<file path="config.mk">
export PLATFORM = sky130hd
export DESIGN_NAME = fdc_enh_bank
export DESIGN_NICKNAME = d
export VERILOG_FILES = /design/src/rtl/fdc_enh_pkg.sv /design/src/rtl/fdc_enh_decode.sv /design/src/rtl/fdc_enh_pram.sv /design/src/rtl/fdc_enh_ctl.sv /design/src/rtl/fdc_enh_bank.sv
export SDC_FILE = /design/constraint.sdc
export NUM_CORES = 1
export LEC_CHECK = 0
export BUFFER_PORTS_ARGS = -buffer_cell sky130_fd_sc_hd__buf_2
export CORE_MARGIN = 2
export CORE_UTILIZATION = 35
export CTS_BUF_LIST = sky130_fd_sc_hd__clkbuf_4 sky130_fd_sc_hd__clkbuf_8
export CTS_CLUSTER_SIZE = 8
export DETAILED_ROUTE_END_ITERATION = 8
export PLACE_DENSITY_LB_ADDON = 0.25
export SYNTH_ARGS = -nofsm -noshare
export SYNTH_HDL_FRONTEND = slang
export SYNTH_SLANG_ARGS = --single-unit
</file>
<file path="constraint.sdc">
create_clock -name clk_i -period 2.62 [get_ports clk_i]
set_clock_uncertainty 0.05 [all_clocks]
set_input_delay 0.393 -clock clk_i [delete_from_list [all_inputs] [get_ports clk_i]]
set_output_delay 0.393 -clock clk_i [all_outputs]
set_load 0.1 [all_outputs]
</file>
<file path="src/rtl/fdc_enh_pkg.sv">
package fdc_enh_pkg;
  localparam int unsigned IDX_W = 4;

  typedef enum logic [IDX_W-1:0] {
    W_DAT  = 4'd0,  W_MRK  = 4'd1,  W_CRC = 4'd2,  W_PRM = 4'd3,
    W_PHS  = 4'd4,  W_SET  = 4'd5,  W_MCLR = 4'd6, W_MSET = 4'd7,
    R_DAT  = 4'd8,  R_MRK  = 4'd9,  R_ERR = 4'd10, R_PRM = 4'd11,
    R_PHS  = 4'd12, R_SET  = 4'd13, R_STS = 4'd14, R_HSK = 4'd15
  } reg_idx_e;

  typedef struct packed {
    logic prm_wr;
    logic phs_wr;
    logic mclr;
    logic mset;
    logic prm_rd;
    logic phs_rd;
    logic sts_rd;
    logic hsk_rd;
    logic rd_any;
  } acc_t;
endpackage

</file>
<file path="src/rtl/fdc_enh_decode.sv">
module fdc_enh_decode
  import fdc_enh_pkg::*;
(
  input  logic     active_i,
  input  logic     wr_en_i,
  input  logic     rd_en_i,
  input  reg_idx_e idx_i,
  output acc_t     acc_o
);
  logic wr_ok, rd_ok;

  // top bit of the number splits write and read halves
  assign wr_ok = active_i & wr_en_i & ~idx_i[IDX_W-1];
  assign rd_ok = active_i & rd_en_i &  idx_i[IDX_W-1];

  always_comb begin
    acc_o        = '0;
    acc_o.prm_wr = wr_ok && (idx_i == W_PRM);
    acc_o.phs_wr = wr_ok && (idx_i == W_PHS);
    acc_o.mclr   = wr_ok && (idx_i == W_MCLR);
    acc_o.mset   = wr_ok && (idx_i == W_MSET);
    acc_o.prm_rd = rd_ok && (idx_i == R_PRM);
    acc_o.phs_rd = rd_ok && (idx_i == R_PHS);
    acc_o.sts_rd = rd_ok && (idx_i == R_STS);
    acc_o.hsk_rd = rd_ok && (idx_i == R_HSK);
    acc_o.rd_any = rd_ok;
  end
endmodule

</file>
<file path="src/rtl/fdc_enh_pram.sv">
module fdc_enh_pram #(
  parameter int unsigned DEPTH = 16,
  parameter int unsigned DW    = 8,
  localparam int unsigned PTR_W = $clog2(DEPTH)
) (
  input  logic          clk_i,
  input  logic          rst_ni,
  input  logic          wr_i,
  input  logic          rd_i,
  input  logic          clr_ptr_i,
  input  logic [DW-1:0] wdata_i,
  output logic [DW-1:0] rdata_o
);
  logic [PTR_W-1:0] ptr_q;
  logic [DW-1:0]    mem_q [DEPTH];

  for (genvar e = 0; e < DEPTH; e++) begin : g_ent
    always_ff @(posedge clk_i or negedge rst_ni) begin
      if (!rst_ni)                            mem_q[e] <= '0;
      else if (wr_i && ptr_q == PTR_W'(e))    mem_q[e] <= wdata_i;
    end
  end

  always_ff @(posedge clk_i or negedge rst_ni) begin
    if (!rst_ni)           ptr_q <= '0;
    else if (clr_ptr_i)    ptr_q <= '0;
    else if (wr_i || rd_i) ptr_q <= (ptr_q == PTR_W'(DEPTH-1)) ? '0 : ptr_q + 1'b1;
  end

  assign rdata_o = mem_q[ptr_q];
endmodule

</file>
<file path="src/rtl/fdc_enh_ctl.sv">
module fdc_enh_ctl #(
  parameter int unsigned DW       = 8,
  parameter int unsigned MODE_BIT = 6
) (
  input  logic          clk_i,
  input  logic          rst_ni,
  input  logic          phs_wr_i,
  input  logic          mclr_i,
  input  logic          mset_i,
  input  logic [DW-1:0] wdata_i,
  output logic [DW-1:0] phase_o,
  output logic [DW-1:0] mode_o,
  output logic          exit_o
);
  logic [DW-1:0] phase_q, mode_q, mode_nx;
  logic          exit_q;

  always_comb begin
    mode_nx = mode_q;
    if (mclr_i)      mode_nx = mode_q & ~wdata_i;
    else if (mset_i) mode_nx = mode_q | wdata_i;
  end

  always_ff @(posedge clk_i or negedge rst_ni) begin
    if (!rst_ni) begin
      phase_q <= '0;
      mode_q  <= '0;
      exit_q  <= 1'b0;
    end else begin
      mode_q <= mode_nx;
      if (phs_wr_i) phase_q <= wdata_i;
      // status bit gone after a clear-port write: hand back to legacy set
      exit_q <= mclr_i & ~mode_nx[MODE_BIT];
    end
  end

  assign phase_o = phase_q;
  assign mode_o  = mode_q;
  assign exit_o  = exit_q;
endmodule

</file>
<file path="src/rtl/fdc_enh_bank.sv">
module fdc_enh_bank
  import fdc_enh_pkg::*;
#(
  parameter int unsigned REG_SHIFT   = 9,
  parameter int unsigned DW          = 8,
  parameter int unsigned PRAM_DEPTH  = 16,
  parameter int unsigned MODE_BIT    = 6,
  parameter logic [7:0]  SENSE_QUERY = 8'h77,
  parameter logic [7:0]  SENSE_VAL   = 8'h08,
  localparam int unsigned ADDR_W     = REG_SHIFT + IDX_W
) (
  input  logic              clk_i,
  input  logic              rst_ni,
  input  logic              active_i,
  input  logic              wr_en_i,
  input  logic              rd_en_i,
  input  logic [ADDR_W-1:0] addr_i,
  input  logic [DW-1:0]     wdata_i,
  output logic [DW-1:0]     rdata_o,
  output logic [DW-1:0]     mode_o,
  output logic              exit_o
);
  reg_idx_e      idx;
  acc_t          acc;
  logic [DW-1:0] prm_rdata, phase_q, rd_val, rdata_q;
  logic          unused_addr;

  assign idx         = reg_idx_e'(addr_i[REG_SHIFT +: IDX_W]);
  assign unused_addr = ^addr_i[REG_SHIFT-1:0];

  fdc_enh_decode u_dec (
    .active_i (active_i),
    .wr_en_i  (wr_en_i),
    .rd_en_i  (rd_en_i),
    .idx_i    (idx),
    .acc_o    (acc)
  );

  fdc_enh_pram #(.DEPTH(PRAM_DEPTH), .DW(DW)) u_pram (
    .clk_i     (clk_i),
    .rst_ni    (rst_ni),
    .wr_i      (acc.prm_wr),
    .rd_i      (acc.prm_rd),
    .clr_ptr_i (acc.mclr),
    .wdata_i   (wdata_i),
    .rdata_o   (prm_rdata)
  );

  fdc_enh_ctl #(.DW(DW), .MODE_BIT(MODE_BIT)) u_ctl (
    .clk_i    (clk_i),
    .rst_ni   (rst_ni),
    .phs_wr_i (acc.phs_wr),
    .mclr_i   (acc.mclr),
    .mset_i   (acc.mset),
    .wdata_i  (wdata_i),
    .phase_o  (phase_q),
    .mode_o   (mode_o),
    .exit_o   (exit_o)
  );

  always_comb begin
    rd_val = '0;
    if (acc.prm_rd) rd_val = prm_rdata;
    if (acc.phs_rd) rd_val = phase_q;
    if (acc.sts_rd) rd_val[MODE_BIT] = mode_o[MODE_BIT];
    if (acc.hsk_rd) rd_val = (phase_q == DW'(SENSE_QUERY)) ? DW'(SENSE_VAL) : '0;
  end

  always_ff @(posedge clk_i or negedge rst_ni) begin
    if (!rst_ni) rdata_q <= '0;
    else         rdata_q <= acc.rd_any ? rd_val : '0;
  end

  assign rdata_o = rdata_q;
endmodule

</file>
==> flow_summary.yaml <==
drt:
  postRouteAntennaNets: 0
  routed_via_density: 5.320
  drt_pass1_iterations: 4
  drt_wl_total_microns: 16970
  wl_per_cell_microns: 21.26
  vias: 4245
  route.detailed.drc: 0
  drt-initial-drc-count: 181
synth:
  ys.flop_type: "dfrtp_1"
  synth-simple-area-share_pct: 5.633
  synth_xor_xnor_area_share_pct: 0.1210
  yosysWarnings: 0
  ys_ff_latch: 157
  synth_compound_area_share_pct: 3.819
  postSynthAreaPerCell_sq_um: 15.05
  synth_top_family_by_area: "multiplexers"
  synth.area.mux_share_pct: 33.16
  ys_async_sr_fraction_pct: 100.0
  yosysUniqueCellTypes: 40
  synth-edff-count: 0
  synth_fp_nets: 511
  ys_seq_area_share_pct: 54.26
  netlist_area_sq_um: 7241
  syn_inst: 481
  synth_fa_ha_area_share_pct: 0.6912
hold_path:
  hp-class: "primary input to flip-flop"
clocking:
  max-clock-path-buffers: 2
  cts-resized-gates: 0
  cts_tree: "yes"
  clock-sinks: 157
  clk_latency_ns: 0.45
  clk_pin_slew_ns: 0.08
  cts_root_buffer: "clkbuf_8"
  h-tree-depth: 4
  cts_buffers: 17
grt:
  grt_pass1_wl_microns: 26720
  grt_start_max_net_pins: 56
  grt_pass1_vias: 4553
  grt.overflow.total: 0
  gr-usage-all-layers_pct: 16.41
  antenna_found_initial: 1
timing:
  timing.final.hold_violations: 0
  max_slew_margin_pct: 58.19
  fin_crit_sh_pct: 88.22
  final.min_clock_period_ns: 2.311
  fmax_mhz: 432.6
  maxSlewViolCount: 0
  tightest_slew_ns: 0.6271
  finalSetupViolations: 0
  timing.setup.tns_ns: 0
  rsz0062_at_grt: "false"
placed_design:
  place.gp.congestion: 0.8420
  port_buffers: 33
  place_hpwl_microns: 11200
worst_setup_path:
  cp_data_arrival_time_ns: 2.59
  worst-path-max-fanout: 13
  crit_type: "flip-flop to flip-flop"
  critPathLaunchType: "flip-flop"
  endpoint_kind: "flip-flop"
  critPathRequiredTime_ns: 2.90
cells_and_area:
  multiInputGateArea_sq_um: 3144
  regArea_sq_um: 3930
  layout-drive-gt1-share_pct: 47.73
  diodes: 0
  syn2layout_area_growth_pct: 13.15
  nets: 545
  final_common_cell: "dfrtp_1"
  final_cell_mix: "dfrtp_1, mux2_2, mux4_2, buf_2, clkbuf_8"
  num-fill-cells: 1893
job:
  max-cap-violations: 0
floorplanning:
  die_w_microns: 147.8
  start_util_pct: 35.67
  placementRows: 52
  io_pins: 43
  dieArea_sq_um: 21850
  core-area_sq_um: 20300
  die_y_microns: 147.8
pwr:
  p_leak_nw: 3.958
  irDropWorstVdd_mv: 0.2996
  power_density_nw_per_um2: 714.9
  total_power_mw: 5.857
outcome:
  status: "finished clean"
-- final timing paths --
kind | startpoint | to | slack, ns | depth (start not counted)
setup / recovery | u_pram.ptr_q[1] | u_pram.mem_q[1] | 0.31 | 4
hold / removal | addr_i[11] | rdata_o[3] | 0.32 | 3
setup reg to reg | u_pram.ptr_q[1] | u_pram.mem_q[1] | 0.31 | 4
hold reg to reg | u_pram.mem_q[92] | u_pram.mem_q[92] | 0.44 | 1
max in group asynchronous | rst_ni | u_pram.mem_q[19] | 1.36 | 3
min in group asynchronous | rst_ni | u_pram.mem_q[36] | 0.41 | 2
-- state kept, by name, indices dropped and copies added, names as in the netlist --
signal         count
u_pram.mem_q     128
rdata_o            8
u_ctl.mode_o       8
u_ctl.phase_o      8
u_pram.ptr_q       4
u_ctl.exit_o       1
-- stage by stage --
| stage | setup WS (ns) | area, sq um | std cells | utilization [%] | hold WS (ns) |
|---|---|---|---|---|---|
| finish | 0.3087 | 8193 | 798 | 40.36 | 0.3202 |
| global route | 0.2173 | 8193 | 798 | 40.36 | 0.3046 |
| CTS | 0.3363 | 8193 | 798 | 40.36 | 0.2846 |
| detailed placement | 0.3467 | 7750 | 765 | 38.18 | 0.3407 |
| global placement | 0.3677 | 7750 | 765 | 38.18 | 0.3367 |
| floorplan | 0.7542 | 7241 | 481 | - | 0.04741 |
-- power breakdown --
group | switching, mW | internal, mW
logic | 0.745 | 0.492
clock network | 0.882 | 1.05
registers | 0.129 | 2.56
-- layout make-up --
class / instances / share of cell area, %
clock buffers: 22 / 3.619
clock inverters: 10 / 1.665
inverters: 3 / 0.1374
multi-input cells: 288 / 38.38
flip-flops and latches: 157 / 47.97
well taps: 270 / 4.123
repair buffers: 48 / 4.108
-- worst max-delay path: stages (launching register included) --
cell and delay, ns:
dfrtp_1 0.66, buf_12 0.22, ha_1 0.42, nand2_1 0.43, mux2_2 0.40
-- kinds of logic after synthesis --
group,Yosys count
AO/OA/AOI/OAI,44
XOR/XNOR,1
adder cells (fa/ha/maj),4
buffers and inverters,36
flip-flops,157
multiplexers,183
AND/OR/NAND/NOR,56
-- synth_stat cells, types with 2 or more instances --
cell       instances  area [sq um]
a21boi_0           3         22.52
a21oi_1           18         90.09
a2bb2oi_1          6         52.55
a31oi_1            2         12.51
and3b_1            2         17.52
buf_1              8         30.03
buf_2              8         40.04
buf_4              6         45.04
clkbuf_1          11         41.29
dfrtp_1          157          3929
ha_1               4         50.05
inv_1              3         11.26
mux2_1             9         101.4
mux2_2           126          1419
mux2i_1           16         160.2
mux4_2            32         720.7
nand2_1           12         45.04
nand2_4            8         90.09
nand3_1            5         25.02
nand4b_1           4         35.03
nor2_1            11         41.29
nor2b_1            2         12.51
nor3_4             2         32.53
o211ai_1           3         22.52
o21ai_0            8         40.04
-- metal layers --
metal,up-vias,global-route usage [%],part of all wire [%]
met3,19,3.519,4.8
met4,2,5.048,1.7
met1,2277,21.81,44
met5,-,0,0.077
met2,87,27.12,49
li1,1860,-,-
-- repair_timing --
action,4_1_cts,5_1_grt
endpoints found under the hold margin,51,0
endpoints found under the setup margin,0,0
hold buffers,1,0
buffers inserted,0,0
Note: power is estimated with default switching activity, not from simulation.
